===== src/rtl/pgstk_pkg.sv =====
package pgstk_pkg;

    // Operation applied to the page stack in one cycle
    typedef enum logic [2:0] {
        OP_HOLD,
        OP_WRITE,
        OP_PUSH,
        OP_WRITE_PUSH,
        OP_POP
    } stack_op_e;

    // Interrupt nesting tracker states
    typedef enum logic [1:0] {
        NEST_BASE,
        NEST_ACTIVE,
        NEST_FULL
    } nest_state_e;

endpackage


===== src/rtl/pgstk_sfr_port.sv =====
// Register bus decode, control register and read-data mux.
module pgstk_sfr_port #(
    parameter int          ADDR_W    = 8,
    parameter int          DATA_W    = 8,
    parameter logic [7:0]  PAGE_ADDR = 8'h84,
    parameter logic [7:0]  CTRL_ADDR = 8'h96,
    parameter logic [7:0]  CTRL_PAGE = 8'h0F
) (
    input  logic              clk,
    input  logic              rst,
    input  logic [ADDR_W-1:0] sfr_addr,
    input  logic [DATA_W-1:0] sfr_wdata,
    input  logic              sfr_we,
    input  logic [DATA_W-1:0] cur_page,
    output logic              page_wr,
    output logic [DATA_W-1:0] sfr_rdata,
    output logic              auto_en
);

    localparam logic [DATA_W-1:0] CTRL_MASK  = DATA_W'(1);
    localparam logic [DATA_W-1:0] CTRL_RESET = DATA_W'(1);

    logic              hit_page;
    logic              hit_ctrl;
    logic              ctrl_wr;
    logic [DATA_W-1:0] ctrl_q;

    always_comb begin
        hit_page = (sfr_addr == ADDR_W'(PAGE_ADDR));
        hit_ctrl = (sfr_addr == ADDR_W'(CTRL_ADDR)) &&
                   (cur_page == DATA_W'(CTRL_PAGE));
        page_wr  = sfr_we && hit_page;
        ctrl_wr  = sfr_we && hit_ctrl;
    end

    // Control register: only the enable bit can hold a one
    always_ff @(posedge clk) begin
        if (rst) begin
            ctrl_q <= CTRL_RESET;
        end else if (ctrl_wr) begin
            ctrl_q <= sfr_wdata & CTRL_MASK;
        end
    end

    assign auto_en = ctrl_q[0];

    always_comb begin
        if (hit_page) begin
            sfr_rdata = cur_page;
        end else if (hit_ctrl) begin
            sfr_rdata = ctrl_q;
        end else begin
            sfr_rdata = '0;
        end
    end

endmodule


===== src/rtl/pgstk_nest_track.sv =====
// Per-level record of whether an interrupt entry pushed a page.
module pgstk_nest_track
    import pgstk_pkg::*;
#(
    parameter int NEST_MAX = 16
) (
    input  logic clk,
    input  logic rst,
    input  logic irq_enter,
    input  logic irq_return,
    input  logic auto_en,
    output logic pop_ok,
    output nest_state_e state
);

    localparam int CNT_W = $clog2(NEST_MAX + 1);
    localparam logic [CNT_W-1:0] LVL_MAX  = CNT_W'(NEST_MAX);
    localparam logic [CNT_W-1:0] LVL_NEAR = CNT_W'(NEST_MAX - 1);
    localparam logic [CNT_W-1:0] LVL_ONE  = CNT_W'(1);

    nest_state_e         state_q, state_d;
    logic [CNT_W-1:0]    depth_q, depth_d;
    logic [NEST_MAX-1:0] flags_q, flags_d;
    logic                do_ret;

    // Entry wins over a return in the same cycle
    assign do_ret = irq_return && !irq_enter;

    // Next-state logic
    always_comb begin
        state_d = state_q;
        depth_d = depth_q;
        flags_d = flags_q;
        unique case (state_q)
            NEST_BASE: begin
                if (irq_enter) begin                 // T_ENTER_FIRST
                    state_d = (LVL_ONE == LVL_MAX) ? NEST_FULL : NEST_ACTIVE;
                    depth_d = LVL_ONE;
                    flags_d = {flags_q[NEST_MAX-2:0], auto_en};
                end
                // T_STRAY_RETURN: nothing changes
            end
            NEST_ACTIVE: begin
                if (irq_enter) begin
                    depth_d = depth_q + LVL_ONE;
                    flags_d = {flags_q[NEST_MAX-2:0], auto_en};
                    if (depth_q == LVL_NEAR) begin   // T_ENTER_TO_FULL
                        state_d = NEST_FULL;
                    end                              // else T_ENTER_DEEPER
                end else if (do_ret) begin
                    depth_d = depth_q - LVL_ONE;
                    flags_d = {1'b0, flags_q[NEST_MAX-1:1]};
                    if (depth_q == LVL_ONE) begin    // T_RETURN_LAST
                        state_d = NEST_BASE;
                    end                              // else T_RETURN_INNER
                end
            end
            NEST_FULL: begin
                if (irq_enter) begin                 // T_ENTER_AT_FULL
                    flags_d = {flags_q[NEST_MAX-2:0], auto_en};
                end else if (do_ret) begin           // T_RETURN_FROM_FULL
                    state_d = NEST_ACTIVE;
                    depth_d = depth_q - LVL_ONE;
                    flags_d = {1'b0, flags_q[NEST_MAX-1:1]};
                end
            end
            default: begin
                state_d = NEST_BASE;
                depth_d = '0;
                flags_d = '0;
            end
        endcase
    end

    // State register
    always_ff @(posedge clk) begin
        if (rst) begin
            state_q <= NEST_BASE;
            depth_q <= '0;
            flags_q <= '0;
        end else begin
            state_q <= state_d;
            depth_q <= depth_d;
            flags_q <= flags_d;
        end
    end

    // Outputs
    always_comb begin
        state  = state_q;
        pop_ok = do_ret && (state_q != NEST_BASE) && flags_q[0];
    end

endmodule


===== src/rtl/pgstk_page_stack.sv =====
// Shift-register page stack; entry 0 is the top.
module pgstk_page_stack
    import pgstk_pkg::*;
#(
    parameter int DATA_W = 8,
    parameter int DEPTH  = 3
) (
    input  logic              clk,
    input  logic              rst,
    input  stack_op_e         op,
    input  logic [DATA_W-1:0] wr_data,
    input  logic [DATA_W-1:0] push_data,
    output logic [DATA_W-1:0] top
);

    logic [DATA_W-1:0] ent_q   [DEPTH];
    logic [DATA_W-1:0] ent_d   [DEPTH];
    logic [DATA_W-1:0] written [DEPTH];

    // Top entry after an optional direct write
    always_comb begin
        written[0] = ((op == OP_WRITE) || (op == OP_WRITE_PUSH)) ? wr_data : ent_q[0];
    end

    genvar g;
    generate
        for (g = 1; g < DEPTH; g++) begin : g_keep
            assign written[g] = ent_q[g];
        end
    endgenerate

    // Next contents per operation
    generate
        for (g = 0; g < DEPTH; g++) begin : g_next
            logic [DATA_W-1:0] from_above;
            logic [DATA_W-1:0] from_below;
            if (g == 0) begin : g_top
                assign from_above = push_data;
            end else begin : g_mid
                assign from_above = written[g-1];
            end
            if (g == DEPTH - 1) begin : g_bot
                assign from_below = '0;
            end else begin : g_up
                assign from_below = ent_q[g+1];
            end
            always_comb begin
                unique case (op)
                    OP_HOLD:       ent_d[g] = ent_q[g];
                    OP_WRITE:      ent_d[g] = written[g];
                    OP_PUSH,
                    OP_WRITE_PUSH: ent_d[g] = from_above;
                    OP_POP:        ent_d[g] = from_below;
                    default:       ent_d[g] = ent_q[g];
                endcase
            end
        end
    endgenerate

    always_ff @(posedge clk) begin
        for (int i = 0; i < DEPTH; i++) begin
            if (rst) begin
                ent_q[i] <= '0;
            end else begin
                ent_q[i] <= ent_d[i];
            end
        end
    end

    assign top = ent_q[0];

endmodule


===== src/rtl/pgstk_ctrl.sv =====
// Top: register page selector backed by an interrupt-driven stack.
module pgstk_ctrl
    import pgstk_pkg::*;
#(
    parameter int         ADDR_W      = 8,
    parameter int         DATA_W      = 8,
    parameter int         STACK_DEPTH = 3,
    parameter int         NEST_MAX    = 16,
    parameter logic [7:0] PAGE_ADDR   = 8'h84,
    parameter logic [7:0] CTRL_ADDR   = 8'h96,
    parameter logic [7:0] CTRL_PAGE   = 8'h0F
) (
    input  logic              clk,
    input  logic              rst,
    input  logic [ADDR_W-1:0] sfr_addr,
    input  logic [DATA_W-1:0] sfr_wdata,
    input  logic              sfr_we,
    output logic [DATA_W-1:0] sfr_rdata,
    input  logic              irq_enter,
    input  logic [DATA_W-1:0] irq_page,
    input  logic              irq_return,
    output logic [DATA_W-1:0] cur_page,
    output logic              autopage_en
);

    logic        page_wr;
    logic        auto_en;
    logic        pop_ok;
    logic        do_push;
    stack_op_e   op;
    nest_state_e nest_state;
    logic [DATA_W-1:0] top;

    pgstk_sfr_port #(
        .ADDR_W   (ADDR_W),
        .DATA_W   (DATA_W),
        .PAGE_ADDR(PAGE_ADDR),
        .CTRL_ADDR(CTRL_ADDR),
        .CTRL_PAGE(CTRL_PAGE)
    ) u_port (
        .clk      (clk),
        .rst      (rst),
        .sfr_addr (sfr_addr),
        .sfr_wdata(sfr_wdata),
        .sfr_we   (sfr_we),
        .cur_page (top),
        .page_wr  (page_wr),
        .sfr_rdata(sfr_rdata),
        .auto_en  (auto_en)
    );

    pgstk_nest_track #(
        .NEST_MAX(NEST_MAX)
    ) u_nest (
        .clk       (clk),
        .rst       (rst),
        .irq_enter (irq_enter),
        .irq_return(irq_return),
        .auto_en   (auto_en),
        .pop_ok    (pop_ok),
        .state     (nest_state)
    );

    // Operation select: push beats pop; a popped write is lost
    assign do_push = irq_enter && auto_en;

    always_comb begin
        if (do_push && page_wr) begin
            op = OP_WRITE_PUSH;
        end else if (do_push) begin
            op = OP_PUSH;
        end else if (pop_ok) begin
            op = OP_POP;
        end else if (page_wr) begin
            op = OP_WRITE;
        end else begin
            op = OP_HOLD;
        end
    end

    pgstk_page_stack #(
        .DATA_W(DATA_W),
        .DEPTH (STACK_DEPTH)
    ) u_stack (
        .clk      (clk),
        .rst      (rst),
        .op       (op),
        .wr_data  (sfr_wdata),
        .push_data(irq_page),
        .top      (top)
    );

    assign cur_page    = top;
    assign autopage_en = auto_en;

    logic unused_state;
    assign unused_state = ^nest_state;

endmodule


===== config.mk =====
export PLATFORM = sky130hd
export DESIGN_NAME = pgstk_ctrl
export DESIGN_NICKNAME = d
export VERILOG_FILES = /design/src/rtl/pgstk_pkg.sv /design/src/rtl/pgstk_sfr_port.sv /design/src/rtl/pgstk_nest_track.sv /design/src/rtl/pgstk_page_stack.sv /design/src/rtl/pgstk_ctrl.sv
export SDC_FILE = /design/constraint.sdc
export NUM_CORES = 1
export LEC_CHECK = 0
export BUFFER_PORTS_ARGS = -buffer_cell sky130_fd_sc_hd__buf_2
export CORE_MARGIN = 2
export CORE_UTILIZATION = 36
export CTS_CLUSTER_DIAMETER = 80
export DETAILED_ROUTE_END_ITERATION = 8
export HOLD_SLACK_MARGIN = 0.15
export PLACE_DENSITY = 0.53
export SETUP_SLACK_MARGIN = 0.05
export SLEW_MARGIN = 20
export SYNTH_ARGS = -nofsm -noshare
export SYNTH_HDL_FRONTEND = slang
export SYNTH_SLANG_ARGS = --single-unit

===== constraint.sdc =====
create_clock -name clk -period 2.05 [get_ports clk]
set_input_delay 0.3075 -clock clk [delete_from_list [all_inputs] [get_ports clk]]
set_output_delay 0.3075 -clock clk [all_outputs]
set_load 0.03 [all_outputs]

==> impl_metrics.yaml <==
route:
  ant_nets: 0
  vias: 2490
  first_iter_violations: 138
  firstDrtPassIters: 4
  wl_per_cell_microns: 14.0
  drc: 0
  vias_per_cell: 5.29
  wl_microns: 6590
worst_setup_path:
  critPathKind: "flop to output port"
  cp-startpoint: "u_stack.ent_q[0][7]"
  path_cells: "nor4_2 -> nand3_1 -> nor3_4 -> a32o_2 -> buf_6"
  critical_path.endpoint_type: "output port"
  r2r_start: "u_nest.state[0]"
  worst-path-max-fanout: 5
  crit_slowest_cell: "dfxtp_2"
  worstPathArrival_ps: 1580
  crit_path_max_incr_delay_ps: 360
  rrSetupSlack_ps: 160
  crit_required_ps: 1740
  r2r-end: "u_nest.state[0]"
  crit_family: "simple AND/OR/NAND/NOR gates"
  critPathLaunchType: "flop"
  rr_worst_depth: 7
  crit_buf_inv: 1
floorplanning:
  start_util_pct: 37.0
  die-area_sq_mm: 0.00816
  ios: 46
  die-height_microns: 90.3
  die_w_microns: 90.3
  rows: 31
  fp.coreArea_sq_mm: 0.00725
synthesis:
  synth_seq_area_share_pct: 35.8
  synthTopCellsByCount: "48 x dfxtp_1, 39 x nand2_1, 32 x a21oi_1"
  async_flop_share_pct: 0
  yosys_warnings: 0
  synth-edff-count: 0
  synth_most_common_cell: "dfxtp_1"
  netlist_instances: 320
  synth_nets: 358
  yosys.area.top_type: "dfxtp_1"
  synth-main-ff-cell: "dfxtp_1"
  synth-seq-cells: 48
  ys_top_cells_by_area: "dfxtp_1 36%, a22oi_1 7.8%, a21oi_1 6.0%"
  syn_area_per_cell_sq_um: 8.39
  ys_types: 48
  synth.top_cell.area_share_pct: 35.8
  syn-cell-area_sq_mm: 0.00268
cts:
  cts_sinks: 48
  clockBufferDepth: 2
  cts_made_buffers: 5
  clk_latency_ps: 300
  htreeDepth: 2
  cts-root-buf: "clkbuf_8"
  cts_tree: "done"
  clkTransAtPathRegs_ps: 90
pwr:
  sw_frac_of_total_pct: 33.8
  power_frac_comb_pct: 31.9
  ir_drop_mv: 0.343
  power.density_mw_per_mm2: 797
  p_clk_share_pct: 26.7
  internal_power_mw: 1.70
  p_seq_share_pct: 41.5
  p_switching_mw: 0.868
  p_leak_nw: 1.28
global_routing:
  grt_overflow_total: 0
  grt_pass1_wl_microns: 11300
  grtUsageTotal_pct: 16.6
  antenna_found_initial: 0
  grt_pass1_vias: 2355
  grt_start_max_net_pins: 25
sta:
  rsz0062_at_grt: "false"
  setup_violations: 0
  slew_violations: 0
  layout_worst_path_cycle_share_pct: 92.2
  finalHoldViolCount: 0
  max_freq_mhz: 529
  period_needed_ps: 1890
  fin_tns_setup_ps: 0
  fin_skew_ps: 11.0
  tightest_slew_ps: 468
  relSlewSlack_pct: 68.8
cells_and_area:
  diodes: 0
  syn_to_final_growth_pct: 20.2
  drive_above_1_share_pct: 25.8
  stdcell_count: 471
  final_util_pct: 44.5
  final_nets: 409
worst_hold_path:
  hold_depth: 2
  holdCritPathClass: "input port to flop"
  hp-start: "sfr_wdata[0]"
  hold_end: "u_port.ctrl_q[0]"
placed_design:
  placed_cells: 462
  hpwl_microns: 4880
  place_congestion: 0.789
  place.port_buffers: 45
status:
  status: "complete, no violations"
flow_run:
  maxCapViolCount: 0
-- per-layer routing --
| metal | share of wire, % | GRT usage, % | routed length, microns | vias up |
|---|---|---|---|---|
| met3 | 4.4 | 3.59 | 292 | 8 |
| met4 | 1.2 | 5.00 | 80 | 0 |
| met2 | 42 | 26.4 | 2780 | 51 |
| li1 | - | - | - | 1279 |
| met5 | 0 | 0 | 0 | - |
| met1 | 52 | 22.6 | 3430 | 1152 |
-- worst max path at each step --
stage / endpoint / depth (start not counted)
floorplan: u_nest.state[0] / 8
global placement: u_nest.state[0] / 7
detailed placement: u_nest.state[0] / 7
finish: sfr_rdata[0] / 5
global route: u_nest.state[0] / 7
CTS: sfr_rdata[0] / 5
-- worst register-to-register path, cell delays in order, from the launching register on --
cell and delay [ps]:
dfxtp_2 370, inv_1 70, ha_1 290, nor2b_2 200, o21ai_0 120, a32o_1 260, or3_1 360, a21oi_1 150
-- sequential cells by signal, indices dropped and copies added, names as in the netlist --
| name | count |
|---|---|
| u_port.ctrl_q | 1 |
| u_stack.ent_q | 24 |
| u_nest.state | 2 |
| u_nest.flags_q | 16 |
| u_nest.depth_q | 5 |
-- area by class of cell --
| class | instances | area, sq um |
|---|---|---|
| fill | 765 | 4030 |
| multi-input combinational | 242 | 1600 |
| sequential | 48 | 963 |
| timing repair buffer | 65 | 394 |
| tap | 99 | 124 |
| clock buffer | 5 | 68.8 |
| clock inverter | 3 | 42.5 |
| inverter | 9 | 33.8 |
-- what timing repair did --
item	CTS	global route
hold buffers	0	0
buffers inserted	0	1
resized for setup	1	10
pin swaps	0	2
setup endpoints to repair	1	26
-- power groups by stage --
stage	clock (mW)	combinational (mW)	sequential, mW
after floorplan	0	0.522	1.10
after global placement	0	0.798	1.08
after detailed placement	0	0.801	1.08
after CTS	0.715	0.806	1.06
after global routing	0.752	0.912	1.08
final	0.686	0.820	1.07
-- logic make-up (layout without fill, tap and decap cells) --
group | after synthesis | after routing | synth area share (%)
flops | 48 | 48 | 35.8
simple gates | 124 | 124 | 27.0
fa+ha+maj | 9 | 9 | 4.20
buf+inv | 30 | 82 | 5.31
mux | 10 | 10 | 3.73
xor+xnor | 1 | 1 | 0.326
compound gates | 98 | 98 | 23.6
-- cell usage in the layout, fill, tap and decap left out, types with 3 or more instances in the layout --
cell type,instances
or3_1,3
nand3_1,16
inv_1,9
o21ai_0,9
or2_1,11
nand2_1,39
buf_4,19
clkbuf_8,5
a21oi_1,32
a22oi_1,28
or2_2,4
buf_2,44
mux2i_1,10
nor2_1,13
and3_1,11
nor3_1,3
dfxtp_1,46
o22ai_1,12
a31oi_1,4
nand2b_1,3
ha_1,8
-- metrics by stage --
step / area [sq um] / worst slack (ps) / power (mW) / hold WS, ps
after floorplan: 2680 / 277 / 1.62 / 432
after global placement: 3080 / 143 / 1.88 / 447
after detailed placement: 3080 / 86.6 / 1.88 / 453
after CTS: 3200 / 50.1 / 2.58 / 276
after global routing: 3230 / 32.4 / 2.74 / 293
final: 3230 / 160 / 2.57 / 281
(Power assumes the default switching activity.)
